$ cat src/rtl/alu_status_pkg.sv
package alu_status_pkg;
  typedef enum logic [3:0] {
    FN_ADD = 4'd0, FN_SUB = 4'd1, FN_AND = 4'd2, FN_OR = 4'd3,
    FN_XOR = 4'd4, FN_NOR = 4'd5, FN_SHL = 4'd6, FN_SHR = 4'd7,
    FN_NOT = 4'd8, FN_ADC = 4'd9, FN_SBB = 4'd10, FN_NOP = 4'd11,
    FN_PCI = 4'd12
  } alu_fn_e;

  localparam int SW_W    = 8;
  localparam int SW_SIGN = 7;
  localparam int SW_CARY = 6;
  localparam int SW_OVFL = 5;
  localparam int SW_ZERO = 4;
  localparam int SEL_W   = 4;

  localparam logic [3:0] FN_LAST_FLAGGED = FN_SBB;
endpackage

$ cat src/rtl/alu_core.sv
module alu_core
  import alu_status_pkg::*;
#(
  parameter int DW = 16
) (
  input  logic [DW-1:0] lhs,
  input  logic [DW-1:0] rhs,
  input  logic [3:0]    fn,
  input  logic          cin,
  output logic [DW:0]   wide
);
  localparam int EW = DW + 1;
  logic [EW-1:0] l_e, r_e, c_e;

  assign l_e = {1'b0, lhs};
  assign r_e = {1'b0, rhs};
  assign c_e = {{DW{1'b0}}, cin};

  always_comb begin
    case (fn)
      FN_ADD:  wide = l_e + r_e;
      FN_SUB:  wide = l_e - r_e;
      FN_AND:  wide = l_e & r_e;
      FN_OR:   wide = l_e | r_e;
      FN_XOR:  wide = l_e ^ r_e;
      FN_NOR:  wide = ~(l_e | r_e);
      FN_SHL:  wide = {lhs, 1'b0};
      FN_SHR:  wide = {2'b00, lhs[DW-1:1]};
      FN_NOT:  wide = ~l_e;
      FN_ADC:  wide = l_e + r_e + c_e;
      FN_SBB:  wide = l_e - r_e - c_e;
      default: wide = '0;
    endcase
  end
endmodule

$ cat src/rtl/alu_flag_gen.sv
module alu_flag_gen
  import alu_status_pkg::*;
#(
  parameter int DW = 16
) (
  input  logic [DW:0]   wide,
  input  logic [DW-1:0] lhs,
  input  logic [DW-1:0] rhs,
  input  logic [3:0]    fn,
  input  logic          hold,
  output logic [3:0]    flags,
  output logic          upd
);
  localparam int MSB = DW - 1;
  logic sgn, cy, ov, zr;

  assign sgn = wide[MSB];
  assign cy  = wide[DW];
  assign ov  = (lhs[MSB] == rhs[MSB]) && (wide[MSB] != lhs[MSB]);
  assign zr  = (wide[MSB:0] == '0);

  // ordered as status bits 7..4
  assign flags = {sgn, cy, ov, zr};
  assign upd   = !hold && (fn <= FN_LAST_FLAGGED);
endmodule

$ cat src/rtl/alu_status_reg.sv
module alu_status_reg
  import alu_status_pkg::*;
(
  input  logic            clk,
  input  logic            rst_n,
  input  logic            load,
  input  logic [SW_W-1:0] bus,
  input  logic            upd,
  input  logic [3:0]      flags,
  output logic [SW_W-1:0] sw
);
  always_ff @(posedge clk) begin
    if (!rst_n)      sw <= '0;
    else if (load)   sw <= bus;
    else if (upd)    sw <= {flags, sw[SEL_W-1:0]};
  end
endmodule

$ cat src/rtl/alu_status_unit.sv
module alu_status_unit
  import alu_status_pkg::*;
#(
  parameter int DW = 16
) (
  input  logic          clk,
  input  logic          rst_n,
  input  logic [DW-1:0] lhs_i,
  input  logic [DW-1:0] rhs_i,
  input  logic [3:0]    fn_i,
  input  logic          flag_hold_i,
  input  logic          sw_load_i,
  input  logic [7:0]    sw_bus_i,
  output logic [DW-1:0] result_o,
  output logic [7:0]    status_o
);
  logic [DW:0] wide;
  logic [3:0]  flags;
  logic        upd;

  alu_core #(.DW(DW)) u_core (
    .lhs(lhs_i), .rhs(rhs_i), .fn(fn_i), .cin(status_o[SW_CARY]), .wide(wide)
  );

  alu_flag_gen #(.DW(DW)) u_flags (
    .wide(wide), .lhs(lhs_i), .rhs(rhs_i), .fn(fn_i), .hold(flag_hold_i),
    .flags(flags), .upd(upd)
  );

  alu_status_reg u_sw (
    .clk(clk), .rst_n(rst_n), .load(sw_load_i), .bus(sw_bus_i),
    .upd(upd), .flags(flags), .sw(status_o)
  );

  assign result_o = wide[DW-1:0];
endmodule

$ cat config.mk
export PLATFORM = sky130hd
export DESIGN_NAME = alu_status_unit
export DESIGN_NICKNAME = d
export VERILOG_FILES = /design/src/rtl/alu_status_pkg.sv /design/src/rtl/alu_core.sv /design/src/rtl/alu_flag_gen.sv /design/src/rtl/alu_status_reg.sv /design/src/rtl/alu_status_unit.sv
export SDC_FILE = /design/constraint.sdc
export NUM_CORES = 1
export LEC_CHECK = 0
export ABC_AREA = 1
export BUFFER_PORTS_ARGS = -buffer_cell sky130_fd_sc_hd__buf_2
export CAP_MARGIN = 20
export CORE_UTILIZATION = 61
export CTS_CLUSTER_SIZE = 28
export DETAILED_ROUTE_END_ITERATION = 8
export PLACE_DENSITY = 0.84
export SLEW_MARGIN = 20
export SYNTH_ARGS = -nofsm -noshare
export SYNTH_HDL_FRONTEND = slang
export SYNTH_HIERARCHICAL = 1
export SYNTH_SLANG_ARGS = --single-unit
$ cat constraint.sdc
create_clock -name clk -period 4.3 [get_ports clk]
set_input_delay 0.645 -clock clk [delete_from_list [all_inputs] [get_ports clk]]
set_output_delay 0.645 -clock clk [all_outputs]
set_load 0.05 [all_outputs]
==> results of run 1 <==
-- worst max path at each step --
stage | start | to | cells past startpoint
global route | lhs_i[5] | result_o[15] | 18
finish | lhs_i[5] | result_o[15] | 18
CTS | lhs_i[5] | result_o[15] | 18
global placement | lhs_i[5] | result_o[15] | 18
floorplan | lhs_i[0] | u_sw/sw[4] | 25
detailed placement | lhs_i[5] | result_o[15] | 18
-- kinds of logic after synthesis --
group	count (synthesis)	synth area share
buf+inv	202	0.167
xor+xnor	11	0.0305
flops	8	0.0320
fa+ha+maj	54	0.138
simple gates	547	0.489
compound gates	118	0.143
-- area by class of cell --
| type | count | area (um2) |
|---|---|---|
| Multi-Input combinational cell | 730 | 4010 |
| Fill cell | 838 | 2390 |
| Inverter | 178 | 673 |
| Timing Repair Buffer | 83 | 445 |
| Sequential cell | 8 | 160 |
| Tap cell | 102 | 128 |
| Clock buffer | 3 | 41.3 |
-- where the power goes --
part / internal [mW] / switching [mW] / leakage, nW
registers: 0.0796 / 0.00307 / 0.0663
logic: 0.234 / 0.595 / 3.07
clock network: 0.0603 / 0.0258 / 0.0216
total: 0.374 / 0.624 / 3.15
-- synth_stat cells, types with 2 or more instances --
library cell and instances:
a211oi_1 3, a21oi_1 35, a21oi_2 2, a221oi_1 5
and2_1 4, buf_2 5, buf_4 6, buf_6 6
clkbuf_1 7, dfxtp_1 8, fa_1 2, ha_1 52
inv_1 171, inv_2 5, inv_4 2, nand2_1 293
nand2_2 12, nand3_1 95, nand3_2 5, nand3b_1 2
nand4_1 18, nor2_1 78, nor2_2 14, nor2_4 9
nor3_1 7, nor4_1 7, o2111ai_1 5, o211ai_1 4
o21ai_0 30, o221ai_1 3, o22ai_1 24, xor2_1 4
xor2_2 4
-- worst max-delay path, delay by kind of cell --
| family | cells | cell delay, ps |
|---|---|---|
| simple gates | 12 | 1360 |
| buf+inv | 5 | 690 |
| fa+ha+maj | 1 | 640 |
-- metal layers --
metal / part of all wire / vias up / track usage
met4: 0.022 / 2 / 0.100
met3: 0.13 / 43 / 0.0952
met5: 0.00076 / - / 0
met2: 0.43 / 367 / 0.634
met1: 0.42 / 2770 / 0.538
li1: - / 3128 / -
==> metrics.cfg, run 1 <==
[outcome]
status = finished clean

[timing]
max_slew_margin = 0.458
layout_setup_ws_ps = 289
hold_violations = 0
final.setup.tns_ps = 0
grt_setup_unrepaired = no
worst_pin_slew_ps = 792
setup_viol = 0
layout_min_cycle_time_ps = 4010
hold_ws_ps = 503
period_share = 0.933
max_freq_ghz = 0.249
fin_skew_ps = 1.89
maxSlewViolCount = 0

[floorplanning]
dieArea_um2 = 8570
fp.coreArea_um2 = 7850
die_w_um = 92.6
ios = 72
rows = 32
die_y_um = 92.6
start_util = 0.638

[power]
p_leak_nw = 3.15
total_power_mw = 0.998
vdd_drop_max_mv = 0.0803
power.density_nw_per_um2 = 183

[yosys]
yosys-top-cells-area = nand2_1, ha_1, inv_1
synth_edf_count = 0
netlist.area_leader.share = 0.220
yosysUniqueCellTypes = 46
yosysWarningCount = 6
ys_ff_latch = 8
synthFlopType = dfxtp_1
syn_inst = 940
syn-num-nets = 1042
synth.yosys.seq_area_share = 0.0320
synth.avg_cell_area_um2 = 5.33
synthArstFlopShare = 0
synth_top_area_cell = nand2_1
syn_area_um2 = 5010

[critical_path]
r2r-end = u_sw/sw[4]
worstSetupPathType = in -> out
path_cells = buf_2 > inv_1 > ha_1 > inv_1 > nand2_1 > nand2_1 > inv_1 > nand3_2 > nand2_1 > nand3_1 > nand2_1 > nand2_1 > nor2_2 > nand3_1 > nand2_1 > nand3_1 > nand3_1 > buf_2
cp-end-kind = primary output
reg2reg_from = u_sw/sw[6]
r2r_setup_slack_ps = 1390
cp.arrival_ps = 3370
worstSetupStartpointType = primary input
cp_slowest_cell = ha_1
r2r_cells = 20
crit_top_cell = nand2_1
cpPeakStageDelay_ps = 640
crit_required_ps = 3650
cp_max_fo = 9

[placement]
dpl-instance-area_um2 = 5420
place_congestion = 1.03
port_buffers = 71
hpwl_um = 14400
place_inst = 1101
pre_cts_ws_ps = 367

[clocking]
cts_hold_buf = 0
cts.repair.resized = 0
tritoncts = yes
cts_htree_levels = 1
post_cts_buffers = 0
worst_skew_pair.late_latency_ps = 220
cts_inserted_buffers = 3
clock_sinks = 8
ctsLongestPathBuffers = 2
clkTransAtPathRegs_ps = 40
cts_root_buf = clkbuf_8

[final_layout]
top_regs = u_sw/sw x8
fin_util = 0.695
area_growth_pct = 9.00
final_common_cell = nand2_1
final_cell_mix = nand2_1, inv_1, nand3_1, nor2_1, buf_2
final_cells = 1104
insertedDiodeCount = 0
largest_reg_flops = 8
drive_above_1_share = 0.145
nNetsFinal = 1106
top_register = u_sw/sw
final_cell_area_um2 = 5460

[routing]
ant_nets = 0
drcViolationCount = 0
wire_per_inst_um = 15.5
via_per_inst = 5.72
vias = 6310
dr.first_iter.drc_count = 601
first_pass_iters = 6
wl_um = 17100

[global_route]
grt_util_all_layers = 0.399
first_global_vias = 5612
grt_pass1_wl_um = 26800
grt_max_degree = 17
grt-ovfl-total = 0
antenna_found_initial = 1

[flow_run]
max_cap_viol_count = 0

[min_path]
min_to = u_sw/sw[1]
min_path_cells = 2
worstHoldStart = u_sw/sw[1]
hold_class = reg -> reg

(Power assumes the default switching activity.)
==> run 2, diff against run 1 <==
Settings changed: ABC_AREA 1 to 0, CORE_UTILIZATION 61 to 60.
==> run 2 against run 1 <==
Against the previous run:
- the flow now finishes with violations (setup timing)
- via count fell by 7.3%
- sequential power barely moved
- combinational power rose by 23%
- first-iteration DRC count rose by 31%
- maximum frequency fell by 7.2%
- routed wire length rose by 2.2%
- register-to-register slack got worse by 500 ps
- flip-flop and latch count did not move
- final cell count fell by 21%
- hold slack improved by 22 ps
- critical path depth fell by 3
- critical endpoint unchanged
- highest routed layer is now met4
==> metrics.cfg, run 2 <==
[outcome]
status = finished, violations left
violations = setup timing

[clocking]
clkTransAtPathRegs_ps = 40
cts_hold_buf = 0
cts_root_buf = clkbuf_8
tritoncts = yes
worst_skew_pair.late_latency_ps = 230
cts_inserted_buffers = 3
ctsLongestPathBuffers = 2
cts_htree_levels = 1
clock_sinks = 8

[yosys]
yosysWarningCount = 6
synth.avg_cell_area_um2 = 6.94
yosys-top-cells-area = ha_1, xnor2_1, a21oi_1
synthFlopType = dfxtp_1
synth_edf_count = 0
netlist.area_leader.share = 0.149
syn_area_um2 = 4380
synthArstFlopShare = 0
ys_ff_latch = 8
synth_top_area_cell = ha_1
yosysUniqueCellTypes = 80
synth_common_cells = nor2_1, a21oi_1, ha_1, inv_1, nand2_1
syn_inst = 631
syn-num-nets = 733
synth.yosys.seq_area_share = 0.0366
synth.most_common_cell = nor2_1

[final_layout]
final_common_cell = buf_4
final_cell_area_um2 = 5860
final_cell_mix = buf_4, buf_2, nor2_1, inv_1, a21oi_1
top_regs = u_sw/sw x8
nNetsFinal = 880
fin_util = 0.849
largest_reg_flops = 8
top_register = u_sw/sw
drive_above_1_share = 0.320
final_cells = 872
area_growth_pct = 33.8
insertedDiodeCount = 0

[timing]
hold_ws_ps = 525
max_slew_margin = 0.513
final.setup.tns_ps = -21.0
fin_skew_ps = 0.142
grt_setup_unrepaired = yes
period_share = 1.00
layout_setup_ws_ps = -21.0
maxSlewViolCount = 0
layout_min_cycle_time_ps = 4320
max_freq_ghz = 0.231
worst_pin_slew_ps = 729
setup_viol = 1
hold_violations = 0

[floorplanning]
rows = 30
ios = 72
die_w_um = 87.4
die_y_um = 87.4
start_util = 0.634
dieArea_um2 = 7650
fp.coreArea_um2 = 6910

[routing]
ant_nets = 0
wl_um = 17500
dr.first_iter.drc_count = 786
wire_per_inst_um = 20.1
via_per_inst = 6.71
vias = 5852
drcViolationCount = 0
first_pass_iters = 6

[power]
vdd_drop_max_mv = 0.103
power_switching_mw = 0.640
seq_power_share = 0.069
power.density_nw_per_um2 = 203
p_leak_nw = 2.73
p_comb_frac = 0.855
swShare = 0.537
p_int_mw = 0.552
total_power_mw = 1.19
clkPwrFrac = 0.076

[critical_path]
cp.arrival_ps = 3680
crit_family = simple AND/OR/NAND/NOR gates
worstSetupPathType = in -> out
crit_top_cell = buf_6
cp_max_fo = 3
cp_slowest_cell = or4_1
worstSetupStartpointType = primary input
cp-end-kind = primary output
crit_required_ps = 3650
path_cells = buf_12 > buf_6 > ha_4 > fa_2 > a21o_4 > a221oi_4 > xnor2_2 > nand2_1 > buf_6 > nor3_4 > inv_1 > or4_1 > nand3_1 > o211ai_1 > buf_4
cp_num_buf_inv = 5
cpPeakStageDelay_ps = 520

[placement]
place_congestion = 0.984
hpwl_um = 13300
port_buffers = 71
pre_cts_ws_ps = -104
dpl-instance-area_um2 = 5610
place_inst = 865

[global_route]
grt_util_all_layers = 0.460
grt_max_degree = 25
grt_pass1_wl_um = 27300
first_global_vias = 5461
grt-ovfl-total = 0
antenna_found_initial = 0

[flow_run]
max_cap_viol_count = 0

[min_path]
hold_class = reg -> reg

## run 2: cell count changes in the layout (fill, tap and decap cells not counted), moves of 13 or more
| cell | previous run | this run |
|---|---|---|
| nand2_1 | 293 | 47 |
| inv_1 | 171 | 50 |
| buf_4 | 12 | 106 |
| nand3_1 | 95 | 14 |
| nor2_1 | 78 | 50 |
| xnor2_1 | 1 | 27 |
| o22ai_1 | 24 | 3 |
| a21oi_1 | 35 | 49 |
| nand4_1 | 18 | 4 |
| nand2b_1 | 0 | 13 |
## run 2: worst min-delay path, cell delays in order, from the launching register on
cell and delay, ps:
dfxtp_1 310, mux2i_1 70, nor2b_1 100
## run 2: path summary, 6_finish.rpt
kind	to	slack, ps	start	depth (start not counted)
max	result_o[15]	-20	lhs_i[0]	15
min	u_sw/sw[2]	530	u_sw/sw[2]	2
max reg2reg	u_sw/sw[4]	890	u_sw/sw[6]	13
min reg2reg	u_sw/sw[2]	530	u_sw/sw[2]	2
## run 2: cell families after synthesis
group                    after synthesis  synth area share
AO/OA/AOI/OAI                        213             0.342
XOR/XNOR                              47            0.0957
adder cells (fa/ha/maj)               54             0.158
buffers and inverters                 88            0.0894
flip-flops                             8            0.0366
multiplexers                          16            0.0406
AND/OR/NAND/NOR                      205             0.239
## run 2: cell type report
cell class,count,area [um2]
fill,449,1040
clock buffer,3,41.3
multi-input combinational,535,4120
sequential,8,160
tap,96,120
timing repair buffer,177,1210
inverter,53,211
## run 2: power groups by stage
stage / combinational (mW) / sequential (mW) / clock (mW)
after floorplan: 0.598 / 0.101 / 0
after global placement: 0.908 / 0.0832 / 0
after detailed placement: 0.929 / 0.0839 / 0
after CTS: 0.944 / 0.0827 / 0.0908
after global routing: 1.08 / 0.0833 / 0.0949
final: 1.02 / 0.0827 / 0.0903
## run 2: timing repair
action                     in CTS  in global routing
setup endpoints to repair       5                 12
resized for setup               6                 40
pin swaps                       1                 18
cloned                          0                  0
setup buffers                   1                  3
## run 2: per-layer routing
layer / vias to the layer above / wire [um] / global-route usage
li1: 2598 / - / -
met1: 2648 / 6600 / 0.591
met2: 486 / 7580 / 0.730
met3: 120 / 2320 / 0.0938
met4: 0 / 1020 / 0.218
met5: - / 0 / 0
